--- config.mk ---
export PLATFORM = sky130hd
export DESIGN_NAME = phstep_seq
export DESIGN_NICKNAME = d
export VERILOG_FILES = /design/src/rtl/phstep_pkg.sv /design/src/rtl/phstep_sync.sv /design/src/rtl/phstep_timer.sv /design/src/rtl/phstep_ctrl.sv /design/src/rtl/phstep_seq.sv
export SDC_FILE = /design/constraint.sdc
export NUM_CORES = 1
export LEC_CHECK = 0
export BUFFER_PORTS_ARGS = -buffer_cell sky130_fd_sc_hd__buf_2
export CORE_UTILIZATION = 55
export DETAILED_ROUTE_END_ITERATION = 16
export GPL_ROUTABILITY_DRIVEN = 1
export GPL_TIMING_DRIVEN = 0
export PLACE_DENSITY = 0.77
export SYNTH_ARGS = -nofsm -noshare
export SYNTH_HDL_FRONTEND = slang
export SYNTH_HIERARCHICAL = 1
export SYNTH_SLANG_ARGS = --single-unit
--- constraint.sdc ---
create_clock -name clk -period 5.3 [get_ports clk]
set_input_delay 1.06 -clock clk [delete_from_list [all_inputs] [get_ports clk]]
set_output_delay 1.06 -clock clk [all_outputs]
set_load 0.05 [all_outputs]
--- src/rtl/phstep_pkg.sv ---
package phstep_pkg;
   localparam int SEL_W = 4;
   localparam logic [SEL_W-1:0] SEL_ALL_OUT = 4'd0;
   localparam logic [SEL_W-1:0] SEL_FBK     = 4'd11;

   typedef enum logic [1:0] {
      ST_IDLE   = 2'd0,
      ST_SETUP  = 2'd1,
      ST_STROBE = 2'd2,
      ST_WAIT   = 2'd3
   } phs_state_e;

   function automatic logic sel_legal(input logic [SEL_W-1:0] code);
      return code <= SEL_FBK;
   endfunction
endpackage

--- src/rtl/phstep_sync.sv ---
module phstep_sync #(
   parameter int STAGES = 2
) (
   input  logic clk,
   input  logic rst_n,
   input  logic d_in,
   output logic d_out
);
   generate
      if (STAGES == 0) begin : g_bypass
         assign d_out = d_in;
      end else if (STAGES == 1) begin : g_one
         logic q;
         always_ff @(posedge clk or negedge rst_n) begin
            if (!rst_n) q <= 1'b0;
            else        q <= d_in;
         end
         assign d_out = q;
      end else begin : g_chain
         logic [STAGES-1:0] sh;
         always_ff @(posedge clk or negedge rst_n) begin
            if (!rst_n) sh <= '0;
            else        sh <= {sh[STAGES-2:0], d_in};
         end
         assign d_out = sh[STAGES-1];
      end
   endgenerate
endmodule

--- src/rtl/phstep_timer.sv ---
module phstep_timer #(
   parameter int TO_W = 16
) (
   input  logic            clk,
   input  logic            rst_n,
   input  logic            run,
   input  logic [TO_W-1:0] limit,
   output logic            expired
);
   logic [TO_W-1:0] cnt;

   always_ff @(posedge clk or negedge rst_n) begin
      if (!rst_n)   cnt <= '0;
      else if (run) cnt <= cnt + 1'b1;
      else          cnt <= '0;
   end

   assign expired = run && (({1'b0, cnt} + 1'b1) >= {1'b0, limit});
endmodule

--- src/rtl/phstep_ctrl.sv ---
module phstep_ctrl
   import phstep_pkg::*;
#(
   parameter int CNT_W      = 8,
   parameter int TO_W       = 16,
   parameter int STROBE_CYC = 2
) (
   input  logic             clk,
   input  logic             rst_n,
   input  logic             req_valid,
   input  logic [CNT_W-1:0] req_steps,
   input  logic             req_up,
   input  logic [SEL_W-1:0] req_sel,
   input  logic [TO_W-1:0]  req_timeout,
   input  logic             done_s,
   input  logic             tmo,
   output logic             timer_run,
   output logic [TO_W-1:0]  timer_lim,
   output logic             phase_step,
   output logic             phase_up,
   output logic [SEL_W-1:0] phase_sel,
   output logic             busy,
   output logic             seq_done,
   output logic             err_bad_sel,
   output logic             err_timeout
);
   localparam int SW = $clog2(STROBE_CYC);

   phs_state_e       state;
   logic [CNT_W-1:0] remain;
   logic [SW-1:0]    scnt;
   logic             armed;

   always_ff @(posedge clk or negedge rst_n) begin
      if (!rst_n) begin
         state       <= ST_IDLE;
         remain      <= '0;
         scnt        <= '0;
         armed       <= 1'b0;
         phase_up    <= 1'b0;
         phase_sel   <= '0;
         timer_lim   <= '0;
         seq_done    <= 1'b0;
         err_bad_sel <= 1'b0;
         err_timeout <= 1'b0;
      end else begin
         seq_done    <= 1'b0;
         err_bad_sel <= 1'b0;
         err_timeout <= 1'b0;
         case (state)
            ST_IDLE: begin
               armed <= 1'b0;
               if (req_valid) begin
                  if (!sel_legal(req_sel)) begin
                     err_bad_sel <= 1'b1;
                  end else if (req_steps == '0) begin
                     seq_done <= 1'b1;
                  end else begin
                     phase_up  <= req_up;
                     phase_sel <= req_sel;
                     remain    <= req_steps;
                     timer_lim <= req_timeout;
                     state     <= ST_SETUP;
                  end
               end
            end
            ST_SETUP: begin
               scnt  <= '0;
               armed <= 1'b0;
               state <= ST_STROBE;
            end
            ST_STROBE: begin
               if (!done_s) armed <= 1'b1;
               if (scnt == SW'(STROBE_CYC - 1)) state <= ST_WAIT;
               else                             scnt  <= scnt + 1'b1;
            end
            ST_WAIT: begin
               if (!done_s) armed <= 1'b1;
               if (armed && done_s) begin
                  if (remain == CNT_W'(1)) begin
                     seq_done <= 1'b1;
                     state    <= ST_IDLE;
                  end else begin
                     remain <= remain - 1'b1;
                     state  <= ST_SETUP;
                  end
               end else if (tmo) begin
                  err_timeout <= 1'b1;
                  state       <= ST_IDLE;
               end
            end
            default: state <= ST_IDLE;
         endcase
      end
   end

   assign phase_step = (state == ST_STROBE);
   assign timer_run  = (state == ST_WAIT);
   assign busy       = (state != ST_IDLE);
endmodule

--- src/rtl/phstep_seq.sv ---
module phstep_seq
   import phstep_pkg::*;
#(
   parameter int CNT_W       = 8,
   parameter int TO_W        = 16,
   parameter int STROBE_CYC  = 2,
   parameter int SYNC_STAGES = 2
) (
   input  logic             clk,
   input  logic             rst_n,
   input  logic             req_valid,
   input  logic [CNT_W-1:0] req_steps,
   input  logic             req_up,
   input  logic [3:0]       req_sel,
   input  logic [TO_W-1:0]  req_timeout,
   input  logic             pll_done,
   output logic             phase_step,
   output logic             phase_up,
   output logic [3:0]       phase_sel,
   output logic             busy,
   output logic             seq_done,
   output logic             err_bad_sel,
   output logic             err_timeout
);
   generate
      if (STROBE_CYC < 2) begin : g_bad_strobe
         $error("phstep_seq: STROBE_CYC must be 2 or more");
      end
      if (CNT_W < 1 || TO_W < 2) begin : g_bad_width
         $error("phstep_seq: CNT_W or TO_W too small");
      end
      if (SYNC_STAGES < 0 || SYNC_STAGES > 4) begin : g_bad_sync
         $error("phstep_seq: SYNC_STAGES out of range 0..4");
      end
   endgenerate

   logic            done_s;
   logic            tmo;
   logic            timer_run;
   logic [TO_W-1:0] timer_lim;

   phstep_sync #(.STAGES(SYNC_STAGES)) u_sync (
      .clk   (clk),
      .rst_n (rst_n),
      .d_in  (pll_done),
      .d_out (done_s)
   );

   phstep_timer #(.TO_W(TO_W)) u_timer (
      .clk     (clk),
      .rst_n   (rst_n),
      .run     (timer_run),
      .limit   (timer_lim),
      .expired (tmo)
   );

   phstep_ctrl #(
      .CNT_W      (CNT_W),
      .TO_W       (TO_W),
      .STROBE_CYC (STROBE_CYC)
   ) u_ctrl (
      .clk         (clk),
      .rst_n       (rst_n),
      .req_valid   (req_valid),
      .req_steps   (req_steps),
      .req_up      (req_up),
      .req_sel     (req_sel),
      .req_timeout (req_timeout),
      .done_s      (done_s),
      .tmo         (tmo),
      .timer_run   (timer_run),
      .timer_lim   (timer_lim),
      .phase_step  (phase_step),
      .phase_up    (phase_up),
      .phase_sel   (phase_sel),
      .busy        (busy),
      .seq_done    (seq_done),
      .err_bad_sel (err_bad_sel),
      .err_timeout (err_timeout)
   );
endmodule

# Word-level counts from Yosys, hierarchy flattened
# Index checks and enable logic that the tools add are counted.
# totals
regBits,54
latch_bits,0
ramBits,0
romBits,0
out_inout_bits,10
memories,0
# op_classes
n_addsub,4
multipliers,0
div,0
magnitude_cmp,2
eq_ne,12
shifts,0
muxes,31
bitwise,1
reduce_logical,12
# ops
op,count
two-way mux 8 bit,5
"adder 16 x 1 -> 17 bit, second input constant",1
greater-or-equal comparator 17 x 16 -> 1 bit,1
"adder 16 x 1 -> 16 bit, second input constant",1
two-way mux 16 bit,1
one-hot mux 8 bit (2 select lines),1
two-way mux 1 bit,14
two-way mux 2 bit,6
"equality test 8 x 1 -> 1 bit, second input constant",1
logical NOT 8 bit,1
"inequality test 2 bit, second input constant",4
one-hot mux 2 bit (4 select lines),1
"subtractor 8 x 1 -> 8 bit, second input constant",1
"inequality test 2 x 1 -> 1 bit, second input constant",3
one-hot mux 1 bit (2 select lines),3
AND reduction 6 bit,1
nonzero test 2 bit,3
AND reduction 5 bit,1
"equality test 2 bit, second input constant",2
"<= comparator 4 bit, second input constant",1
AND reduction 4 bit,1
OR reduction 2 bit,2
"inequality test 3 x 2 -> 1 bit, second input constant",1
"equality test 2 x 1 -> 1 bit, second input constant",1
4 further kinds,5

# Longest topological paths before layout
# Gate-level depths: netlist of run 1.
# logic_depth
ltp_word,6
depth_mapped,16

# Cells and area by module
# Netlist of run 1, hierarchy kept.
# by_module_without_submodules
module,instances,cells_each,area_per_inst_um2,seq_area_each_um2
phstep_ctrl,1,158,1800.5,900.9
phstep_timer,1,129,1198.6,400.4
phstep_sync,1,2,50.0,50.0

# Least setup slack after synthesis of run 1
# Ideal clock, no wire load.
# synth_timing
kind,reg2reg
from,register u_timer.cnt[0]
to,register u_ctrl.state[0]
setup_ps,133
t_arrival_ps,2916
t_required_ps,5167
slack_ps,2251
path_stages_with_launch,17
n_path_buf,0
path_cell_list,dfrtp_1 ha_1 and3_1 and3_4 nand3_1 xnor2_1 ha_1 nand3_1 nor3_1 nand4_1 nand3_1 o31a_1 nor2b_1 a222oi_1 o21ai_1 a2111oi_2 a21oi_1
# synth_via
elab_chain_len,5
# synth_lines
item,line_no,text
start: declaration,phstep_timer.sv:10,logic [TO_W-1:0] cnt;
start signal: assignment,phstep_timer.sv:14,else if (run) cnt <= cnt + 1'b1;
adder 16 x 1 -> 17 bit,phstep_timer.sv:18,"assign expired = run && (({1'b0, cnt} + 1'b1) >= {1'b0, limit});"
greater-or-equal comparator 17 x 16 -> 1 bit,phstep_timer.sv:18,
logical AND 1 bit,phstep_timer.sv:18,
via tmo,phstep_seq.sv:38,logic tmo;
inequality test 3 x 2 -> 1 bit (no line),-,
AND reduction 5 bit (no line),-,
end signal: assignment,phstep_ctrl.sv:36,state <= ST_IDLE;
end signal: assignment,phstep_ctrl.sv:63,state <= ST_SETUP;
end signal: assignment,phstep_ctrl.sv:70,state <= ST_STROBE;
end: declaration,phstep_ctrl.sv:29,phs_state_e state;
# The timed path passes the listed nets, and every way through them passes these cells.
# A chain may end at the register's enable or synchronous reset.

# Worst setup path in the final report of run 1
# Ends and elaborated chain as after synthesis.

==> out/qor.csv, run 1 <==
stage;metric;value;unit
run_status;status;complete, no violations;
setup_path;max_stage_delay;0.49;ns
timing;worst_pin_slew;1.183;ns
clock_tree;cts-resized-gates;0;
setup_path;path_common_cell;nand3_1;
detailed_routing;routed_wl;6236;µm
detailed_routing;vias;2287;
timing;max_clock_freq;0.2790;GHz
clock_tree;post_cts_buffers;0;
detailed_routing;via_per_inst;5.592;
power_and_ir_drop;power_density;499.6;nW/µm²
die;rows;26;
setup_path;cp.buffers_inverters;0;
clock_tree;cts_buffers;5;
timing;skew;0.01094;ns
final_layout;seq_area;1351;µm²
setup_path;worstPathCellList;ha_1, and3_1, and3_4, nand3_1, xnor2_1, ha_1, nand3_1, nor3_1, nand4_1, nand3_1, o31a_1, nor2b_1, a222oi_1, o21ai_1, a2111oi_2, a21oi_1;
global_route;grtUsageTotal;22.80;%
synthesis;synth_top_area_share;44.32;%
final_layout;final_net_count;394;
setup_path;r2r_end;u_ctrl/state[0]$_DFFE_PN0P_;
synthesis;ys_types;50;
die;core_area;5238;µm²
timing;finalSetupViolCount;0;
clock_tree;tritoncts;built;
clock_tree;hold_buffers;0;
timing;finalSetupTns;0;ns
clock_tree;htreeDepth;2;
detailed_routing;drtPass1Iterations;4;
global_route;antenna_found_initial;0;
worst_hold_path;hold_path.class;reg -> reg;
synthesis;yosysTopAreaCell;dfrtp_1;
setup_path;crit_family;simple AND/OR/NAND/NOR gates;
placement;place_hpwl;4577;µm
synthesis;synth-seq-area-share;44.32;%
synthesis;synthXorXnorAreaFrac;4.021;%
global_route;grt_pass1_vias;2339;
detailed_routing;ant_nets;0;
final_layout;n_antenna_cell;0;
synthesis;avgSynthCellArea;10.55;µm²
setup_path;cp.required;5.51;ns
job;maxCapViolCount;0;
synthesis;yosys.area_share.simple;17.60;%
setup_path;endpoint;u_ctrl/state[0]$_DFFE_PN0P_;
final_layout;layout-drive-gt1-share;25.66;%
setup_path;crit_arrival;3.80;ns
placement;gp_congestion;0.8596;
synthesis;synthCells;289;
setup_path;worstReg2RegStart;u_timer/cnt[0]$_DFF_PN0_;
setup_path;slowest_stage;dfrtp_1;
synthesis;synth_top_flop_cell;dfrtp_1;
clock_tree;cts.sinks;54;
timing;slew-limit-headroom;21.14;%
setup_path;path_max_fanout;7;
setup_path;ff2ff_path_depth;16;
setup_path;cp-start-kind;register;
final_layout;area_growth;13.58;%
timing;min_period_over_period;67.62;%
clock_tree;cts-root-buf;clkbuf_8;
clock_tree;clkTransAtPathRegs;0.11;ns
synthesis;synth_seq_cells;54;
global_route;grt-ovfl-total;0;
clock_tree;clock_latency;0.32;ns
global_route;grt_pass1_wl;10400;µm
synthesis;synth_edf_count;0;
final_layout;utilization;66.13;%
setup_path;r2r_setup_slack;1.72;ns
timing;hold_violations;0;
synthesis;yosysWarnings;6;
detailed_routing;wl_per_cell;15.25;µm
clock_tree;cts_buffer_depth;2;
setup_path;critical_path_cell_count;16;
setup_path;worstSetupEndpointType;register;
detailed_routing;drt_iter0_markers;129;
synthesis;synth_adder_area_share;9.438;%
die;io-pin-count;43;
setup_path;critPathKind;reg -> reg;
synthesis;async_reset_ff_share;100.0;%
synthesis;syn_nets;345;
global_route;grt_max_degree;55;
final_layout;multiInputGateArea;1568;µm²
final_layout;nFillCells;417;
synthesis;syn-cell-area;3049;µm²
die;die_x;76.46;µm
synthesis;synth_mux_area_share;8.084;%
die;start_util;58.22;%
power_and_ir_drop;p_leak;0.001692;µW
die;die_h;76.46;µm
die;die_area;5845;µm²
synthesis;synth-compound-area-share;12.27;%
synthesis;synth.top_cells.by_area;dfrtp_1, ha_1, mux2_2;
setup_path;cp-startpoint;u_timer/cnt[0]$_DFF_PN0_;
power_and_ir_drop;ir_drop;372.9;µV
detailed_routing;drc;0;
timing;finalMaxSlewViolations;0;
placement;io_buffers;42;
synthesis;synth_top_family_by_area;simple AND/OR/NAND/NOR gates;
timing;period_needed;3.584;ns
timing;grt_setup_unrepaired;no;
[through the flow]
step | worst slack, ns | instances | hold WS (ns) | total power (µW) | area (µm²)
final | 1.716 | 409 | 0.3778 | 1730 | 3463
after global routing | 1.452 | 409 | 0.4003 | 1850 | 3463
after CTS | 1.741 | 409 | 0.3790 | 1734 | 3463
after detailed placement | 1.767 | 401 | 0.3528 | 1443 | 3347
after global placement | 1.734 | 401 | 0.3372 | 1409 | 3347
after floorplan | 2.251 | 289 | 0.3312 | 1247 | 3049
[cell usage after synthesis (all sizes together), types with 2 or more instances]
master / instances
dfrtp: 54
inv: 25
ha: 23
mux2: 21
and2: 17
nand2: 15
nand3: 14
nor2: 12
a21oi: 11
o21ai: 10
xnor2: 10
and3: 7
nor2b: 6
clkbuf: 5
nand4: 5
a41oi: 4
nand2b: 4
nor3: 4
o22a: 4
xor2: 4
buf: 3
nor4: 3
o31a: 3
a2111oi: 2
a211o: 2
a21boi: 2
a31oi: 2
and4: 2
o21bai: 2
o32a: 2
[where the power goes]
part / internal, µW / total [µW] / switching, µW
Sequential: 548 / 642 / 94.0
Combinational: 322 / 797 / 475
Clock: 143 / 291 / 147
Total: 1010 / 1730 / 717
[layout make-up]
type                            count  share of cell area (%)
Buffer                              8                   1.048
Clock buffer                        5                   1.987
Clock inverter                      3                   1.373
Inverter                           25                   2.710
Multi-Input combinational cell    202                   45.27
Sequential cell                    54                   39.02
Tap cell                           70                   2.529
Timing Repair Buffer               42                   6.069
[how the worst min path moves through the flow]
stage | end | from | cells after the start
CTS | u_sync/g_chain.sh[1]$_DFF_PN0_ | u_sync/g_chain.sh[0]$_DFF_PN0_ | 0
global placement | u_sync/g_chain.sh[1]$_DFF_PN0_ | u_sync/g_chain.sh[0]$_DFF_PN0_ | 0
floorplan | u_sync/g_chain.sh[1]$_DFF_PN0_ | u_sync/g_chain.sh[0]$_DFF_PN0_ | 0
finish | u_sync/g_chain.sh[1]$_DFF_PN0_ | u_sync/g_chain.sh[0]$_DFF_PN0_ | 0
detailed placement | u_sync/g_chain.sh[1]$_DFF_PN0_ | u_sync/g_chain.sh[0]$_DFF_PN0_ | 0
global route | u_sync/g_chain.sh[1]$_DFF_PN0_ | u_sync/g_chain.sh[0]$_DFF_PN0_ | 0
[logic make-up (layout without fill, tap and decap cells)]
group,Yosys count,in the layout
multiplexers,22,22
XOR/XNOR,14,14
AND/OR/NAND/NOR,93,93
adder cells (fa/ha/maj),23,23
AO/OA/AOI/OAI,50,50
flip-flops,54,54
buffers and inverters,33,83
[layer usage]
| metal | wire length (µm) | vias up | track usage (%) |
|---|---|---|---|
| li1 | - | 1120 | - |
| met1 | 2810 | 1112 | 27.89 |
| met2 | 3126 | 44 | 39.28 |
| met3 | 213 | 11 | 3.952 |
| met4 | 86 | 0 | 10.19 |
| met5 | 0 | - | 0 |
[cells in the final DEF (no fill, tap or decap), types with 4 or more instances in the layout]
| master | count |
|---|---|
| dfrtp_1 | 54 |
| buf_2 | 44 |
| inv_1 | 25 |
| ha_1 | 23 |
| mux2_2 | 21 |
| and2_1 | 16 |
| nand2_1 | 15 |
| nand3_1 | 14 |
| nor2_1 | 12 |
| a21oi_1 | 11 |
| xnor2_1 | 10 |
| nor2b_1 | 6 |
| o21ai_0 | 6 |
| clkbuf_8 | 5 |
| clkbuf_1 | 5 |
| and3_1 | 5 |
| nand2b_1 | 4 |
| a41oi_1 | 4 |
| o22a_1 | 4 |
| xor2_1 | 4 |
| nand4_1 | 4 |
[registers in the layout (all words and copies together) (netlist names)]
signal and flops:
u_ctrl/armed 1, u_ctrl/err_bad_sel 1, u_ctrl/err_timeout 1, u_ctrl/phase_sel 4, u_ctrl/phase_up 1, u_ctrl/remain 8, u_ctrl/scnt 1, u_ctrl/seq_done 1
u_ctrl/state 2, u_ctrl/timer_lim 16, u_sync/g_chain.sh 2, u_timer/cnt 16
Note: power is estimated with default switching activity, not from simulation.
==> run 2, diff against run 1 <==
CORE_UTILIZATION = 52   (was 55)
PLACE_DENSITY = 0.76   (was 0.77)
clock period = 3.1 ns   (was 5.3 ns; I/O delays follow)
==> run 2 against run 1 <==
Core utilization shrank 1.4 points. Final area grew 4.1%. Fmax grew 16%. Largest cell class unchanged. Largest power group unchanged.
==> out/qor.csv, run 2 (synthesis gave the netlist of run 1 again) <==
stage;metric;value;unit;change
run_status;status;complete, no violations;;
final_layout;final_net_count;403;;+2.3%
placement;placed_area;3349;µm²;about the same
detailed_routing;drc;0;;unchanged
timing;period_needed;3.096;ns;-0.4883 ns
detailed_routing;vias;2324;;+1.6%
clock_tree;hold_buffers;0;;unchanged
placement;gp_congestion;0.8876;;+3.3%
placement;io_buffers;42;;unchanged
timing;finalMaxSlewViolations;0;;unchanged
setup_path;cp-startpoint;u_timer/cnt[1]$_DFF_PN0_;;
clock_tree;cts.sinks;54;;unchanged
timing;skew;0.01082;ns;-0.0001236 ns
global_route;grt_pass1_wl;10470;µm;+0.73%
global_route;antenna_found_initial;0;;unchanged
detailed_routing;drt_iter0_markers;89;;-31%
power_and_ir_drop;ir_drop;560.4;µV;+50%
clock_tree;htreeDepth;2;;unchanged
global_route;grtUsageTotal;21.98;%;-0.82 points
die;io-pin-count;43;;unchanged
timing;max_clock_freq;0.3230;GHz;+16%
setup_path;crit_arrival;3.28;ns;-0.52 ns
detailed_routing;via_per_inst;5.533;;-1.0%
global_route;grt_max_degree;55;;unchanged
global_route;grt-ovfl-total;0;;unchanged
detailed_routing;routed_wl;6337;µm;+1.6%
setup_path;worstReg2RegStart;u_timer/cnt[1]$_DFF_PN0_;;
setup_path;path_max_fanout;4;;-3
timing;hold_violations;0;;unchanged
final_layout;layout-drive-gt1-share;30.46;%;+4.8 points
detailed_routing;drtPass1Iterations;4;;unchanged
clock_tree;clkTransAtPathRegs;0.09;ns;-0.02 ns
clock_tree;tritoncts;built;;
power_and_ir_drop;power_density;841.7;nW/µm²;+68%
detailed_routing;wl_per_cell;15.09;µm;-1.0%
setup_path;worstSetupEndpointType;register;;
die;rows;27;;+3.8%
die;die_h;78.58;µm;+2.8%
clock_tree;clock_latency;0.31;ns;about the same
timing;slew-limit-headroom;62.42;%;+41 points
timing;grt_setup_unrepaired;yes;;
setup_path;cp.required;3.29;ns;-2.22 ns
final_layout;utilization;64.69;%;-1.4 points
placement;dp.cells;403;;+0.50%
power_and_ir_drop;p_leak;0.001769;µW;+4.5%
final_layout;stdcell_area;3606;µm²;+4.1%
die;start_util;54.70;%;-3.5 points
timing;worst_pin_slew;0.5585;ns;-0.6244 ns
final_layout;fin_cells;420;;+2.7%
job;maxCapViolCount;0;;unchanged
setup_path;critPathKind;reg -> reg;;
placement;place_hpwl;4477;µm;-2.2%
die;core_area;5574;µm²;+6.4%
final_layout;area_growth;18.26;%;
final_layout;n_antenna_cell;0;;unchanged
final_layout;layout_commonest_cell;dfrtp_1;;
timing;finalSetupViolCount;0;;unchanged
global_route;grt_pass1_vias;2287;;-2.2%
clock_tree;cts-root-buf;clkbuf_8;;
timing;min_period_over_period;99.86;%;+32 points
final_layout;final_cell_mix;dfrtp_1, buf_2, inv_1;;
die;die_area;6174;µm²;+5.6%
final_layout;reg_top3;u_ctrl/timer_lim x16, u_timer/cnt x16, u_ctrl/remain x8;;
setup_path;cp-start-kind;register;;
die;die_x;78.58;µm;+2.8%
clock_tree;cts_buffer_depth;2;;unchanged
worst_hold_path;hold_path.class;in -> async;;
detailed_routing;ant_nets;0;;unchanged
clock_tree;cts_buffers;5;;unchanged
==> run 2: changes by cell type in the layout (fill, tap and decap cells not counted), moves of 2 or more <==
| cell | delta |
|---|---|
| buf_6 | +2 |
| xnor2_2 | +2 |
| clkinv_2 | +2 |
| xnor2_1 | -2 |
| buf_4 | +6 |
| o21ai_0 | -2 |
| o21ai_2 | +2 |
==> run 2: final cells by class <==
class / count / area [µm²]
Multi-Input combinational cell: 202 / 1627
Clock inverter: 3 / 40.04
Inverter: 25 / 93.84
Clock buffer: 5 / 68.82
Fill cell: 454 / 1968
Sequential cell: 54 / 1353
Buffer: 8 / 36.28
Tap cell: 72 / 90.09
Timing Repair Buffer: 51 / 297.8
==> run 2: per-stage QoR <==
step | setup WS (ns) | hold WS (ns) | TNS [ns] | power (µW)
global placement | -0.5100 | 0.3415 | -0.7735 | 2416
CTS | 0.01337 | 0.3729 | 0 | 2975
global route | -0.1631 | 0.3337 | -0.2125 | 3260
floorplan | 0.05107 | 0.3244 | 0 | 2132
finish | 0.004424 | 0.2902 | 0 | 3035
detailed placement | -0.4968 | 0.3502 | -0.7441 | 2477
==> run 2: where the power goes <==
part	internal (µW)	total [µW]	leakage, µW	switching [µW]
clock	238	470	0.0000579	232
sequential	939	1090	0.000678	155
combinational	606	1470	0.00103	865
total	1780	3040	0.00177	1250
==> run 2: final timing paths <==
check,to,slack (ns),depth (start not counted)
setup / recovery,u_ctrl/state[0]$_DFFE_PN0P_,0.004,16
min in group clk,u_sync/g_chain.sh[1]$_DFF_PN0_,0.37,0
setup reg to reg,u_ctrl/state[0]$_DFFE_PN0P_,0.004,16
max in group asynchronous,u_timer/cnt[0]$_DFF_PN0_,2.25,2
hold reg to reg,u_sync/g_chain.sh[1]$_DFF_PN0_,0.37,0
hold / removal,u_ctrl/timer_lim[6]$_DFFE_PN0P_,0.29,1
==> run 2: repair_timing <==
action | in CTS | in global routing
buffers inserted | 6 | 3
endpoints found under the setup margin | 2 | 2
pin swaps | 9 | 2
gates resized for setup | 5 | 11
==> run 2: worst max-delay path: stages (launching register included) <==
cell and delay, ns:
dfrtp_1 0.41, ha_4 0.15, and3_1 0.13, and3_4 0.20, nand3_1 0.12, xnor2_2 0.17, ha_1 0.32, nand3_2 0.11
nor3_4 0.16, nand4_1 0.12, nand3_1 0.13, o31a_1 0.18, nor2b_1 0.07, a222oi_1 0.28, o21ai_2 0.15, a2111oi_2 0.23
a21oi_1 0.07
==> run 2: metal layers <==
layer	global-route usage, %	wire length [µm]	vias up
li1	-	-	1133
met1	28.20	2897	1138
met2	36.52	3128	42
met3	3.953	179	11
met4	8.889	131	0
met5	0	0	-
==> run 3, diff against run 2 <==
--- a/config.mk
+++ b/config.mk
@@ -10,5 +10,5 @@
 export DETAILED_ROUTE_END_ITERATION = 16
 export GPL_ROUTABILITY_DRIVEN = 1
-export GPL_TIMING_DRIVEN = 0
+export HOLD_SLACK_MARGIN = 0.12
 export PLACE_DENSITY = 0.76
 export SYNTH_ARGS = -nofsm -noshare
==> constraint.sdc (replaced) <==
create_clock -name clk -period 3.1 [get_ports clk]
set_input_delay 0.465 -clock clk [delete_from_list [all_inputs] [get_ports clk]]
set_output_delay 0.465 -clock clk [all_outputs]
set_load 0.05 [all_outputs]
==> run 3 against run 2 <==
Clock power up 22%. Clock skew down 0.0019 ns. Sequential share of layout area down 0.32 points. Fmax up 1.8%. Non-clock buffer count up 1. Total power up 0.96%. Via count up 0.13%. First-iteration DRC count up 56%. Die area unchanged. Combinational power down 5%.
==> out/qor.csv, run 3 (synthesis gave the netlist of run 1 again) <==
stage;metric;value;unit;change
placement;dp.cells;405;;+0.50%
setup_path;crit_arrival;3.28;ns;about the same
timing;worst_pin_slew;0.6521;ns;+0.09364 ns
timing;finalSetupViolCount;0;;unchanged
final_layout;n_antenna_cell;0;;unchanged
timing;grt_setup_unrepaired;yes;;
detailed_routing;wl_per_cell;15.01;µm;-0.52%
worst_hold_path;holdPathEnd;u_sync/g_chain.sh[0]$_DFF_PN0_;;
clock_tree;htreeDepth;2;;unchanged
final_layout;final_cell_mix;dfrtp_1, buf_2, inv_1;;
die;die_h;78.58;µm;unchanged
timing;finalMaxSlewViolations;0;;unchanged
clock_tree;cts_buffer_depth;2;;unchanged
run_status;status;complete, no violations;;
timing;skew;0.008874;ns;-0.001941 ns
die;start_util;54.70;%;unchanged
clock_tree;cts_buffers;5;;unchanged
setup_path;cp-start-kind;register;;
detailed_routing;vias;2327;;+0.13%
detailed_routing;via_per_inst;5.527;;-0.11%
clock_tree;cts-root-buf;clkbuf_8;;
global_route;grtUsageTotal;22.06;%;+0.076 points
clock_tree;cts.sinks;54;;unchanged
global_route;antenna_found_initial;0;;unchanged
final_layout;fin_cells;421;;+0.24%
detailed_routing;ant_nets;0;;unchanged
clock_tree;clkTransAtPathRegs;0.10;ns;about the same
detailed_routing;routed_wl;6319;µm;-0.28%
final_layout;nFillCells;443;;-2.4%
clock_tree;tritoncts;built;;
global_route;grt_pass1_wl;10540;µm;+0.66%
setup_path;ff2ff_path_depth;17;;+1
final_layout;reg_top3;u_ctrl/timer_lim x16, u_timer/cnt x16, u_ctrl/remain x8;;
timing;period_needed;3.042;ns;-0.05328 ns
power_and_ir_drop;power.total;3064;µW;+0.96%
power_and_ir_drop;p_leak;0.001800;µW;+1.8%
timing;min_period_over_period;98.14;%;-1.7 points
worst_hold_path;hold_path.class;in -> reg;;
final_layout;area_growth;19.16;%;
placement;io_buffers;42;;unchanged
setup_path;r2r_end;u_ctrl/state[0]$_DFFE_PN0P_;;
setup_path;r2r_setup_slack;0.06;ns;+0.05 ns
detailed_routing;drt_iter0_markers;139;;+56%
timing;hold_violations;0;;unchanged
global_route;grt_max_degree;41;;-25%
global_route;grt-ovfl-total;0;;unchanged
die;io-pin-count;43;;unchanged
power_and_ir_drop;ir_drop;859.5;µV;+53%
global_route;grt_pass1_vias;2311;;+1.0%
setup_path;critPathKind;reg -> reg;;
die;rows;27;;unchanged
job;maxCapViolCount;0;;unchanged
die;core_area;5574;µm²;unchanged
power_and_ir_drop;power_density;843.3;nW/µm²;+0.19%
clock_tree;clock_latency;0.31;ns;about the same
timing;slew-limit-headroom;56.52;%;-5.9 points
setup_path;path_max_fanout;4;;unchanged
timing;whs;0.2493;ns;-0.04094 ns
die;die_x;78.58;µm;unchanged
placement;place_hpwl;4554;µm;+1.7%
worst_hold_path;min-delay-start;pll_done;;
setup_path;worstSetupEndpointType;register;;
setup_path;cp.required;3.34;ns;+0.05 ns
final_layout;layout_commonest_cell;dfrtp_1;;
detailed_routing;drc;0;;unchanged
detailed_routing;drtPass1Iterations;4;;unchanged
worst_hold_path;hold_depth;1;;
final_layout;layout-drive-gt1-share;30.66;%;+0.20 points
timing;max_clock_freq;0.3287;GHz;+1.8%
final_layout;final_net_count;404;;+0.25%
setup_path;worstReg2RegStart;u_timer/cnt[0]$_DFF_PN0_;;
die;die_area;6174;µm²;unchanged
placement;gp_congestion;0.8311;;-6.4%
run 3: final cells by class:
type                    instances  area, µm²  share of cell area (%)
clock buffers                   6      82.58                   2.273
repair buffers                 60      347.8                   9.573
well taps                      72      90.09                   2.479
inverters                      25      93.84                   2.583
flip-flops and latches         54       1351                   37.19
multi-input cells             202       1608                   44.25
clock inverters                 2      60.06                   1.653
run 3: timing repair:
item                                   4_1_cts  5_1_grt
setup endpoints to repair                    2        2
setup buffers                                2        5
pin swaps                                    1        7
hold buffers                                 1        0
endpoints found under the hold margin       14        0
gates resized for setup                      1        7
run 3: worst max path at each step:
stage | from | endpoint | slack (ns) | cells after the start
2_1_floorplan | u_timer/cnt[0]$_DFF_PN0_ | u_ctrl/state[0]$_DFFE_PN0P_ | 0.05 | 16
3_3_place_gp | u_timer/cnt[1]$_DFF_PN0_ | u_ctrl/state[0]$_DFFE_PN0P_ | 0.08 | 16
6_report | u_timer/cnt[0]$_DFF_PN0_ | u_ctrl/state[0]$_DFFE_PN0P_ | 0.06 | 17
3_5_place_dp | u_timer/cnt[1]$_DFF_PN0_ | u_ctrl/state[0]$_DFFE_PN0P_ | -0.08 | 16
4_1_cts | u_timer/cnt[0]$_DFF_PN0_ | u_ctrl/state[0]$_DFFE_PN0P_ | 0.006 | 16
5_1_grt | u_timer/cnt[0]$_DFF_PN0_ | u_ctrl/state[0]$_DFFE_PN0P_ | -0.14 | 16
run 3: critical path, cell delays in order, from the launching register on:
cell and delay (ns):
dfrtp_1 0.38, ha_2 0.18, and3_1 0.15, and3_4 0.22, nand3_4 0.08, xnor2_2 0.15, ha_1 0.32, nand3_2 0.09
nor3_2 0.19, nand4_1 0.10, nand3_1 0.10, o31a_1 0.13, nor2b_1 0.06, a222oi_1 0.21, o21ai_1 0.15, buf_4 0.16
o21bai_1 0.14, a21oi_1 0.14
run 3: report_power, final:
group | switching [µW] | internal (µW) | leakage, µW
combinational | 810 | 581 | 0.00105
sequential | 163 | 938 | 0.000680
clock | 228 | 344 | 0.0000714
run 3: metrics by stage:
step	setup TNS [ns]	setup WS [ns]	instance area, µm²	util, %
6_report	0	0.05770	3633	65.19
5_1_grt	-0.1681	-0.1381	3633	65.19
4_1_cts	0	0.006115	3561	63.88
3_5_place_dp	-0.08107	-0.08107	3388	60.79
3_3_place_gp	0	0.07974	3388	60.79
2_1_floorplan	0	0.05107	3049	-
run 3: routing by layer:
| metal | share of wire (%) | vias up | wire length [µm] | track usage (%) |
|---|---|---|---|---|
| li1 | - | 1142 | - | - |
| met1 | 44 | 1118 | 2756 | 28.16 |
| met2 | 51 | 58 | 3240 | 37.65 |
| met3 | 3.4 | 9 | 218 | 3.256 |
| met4 | 1.6 | 0 | 103 | 8.148 |
| met5 | 0 | - | 0 | 0 |
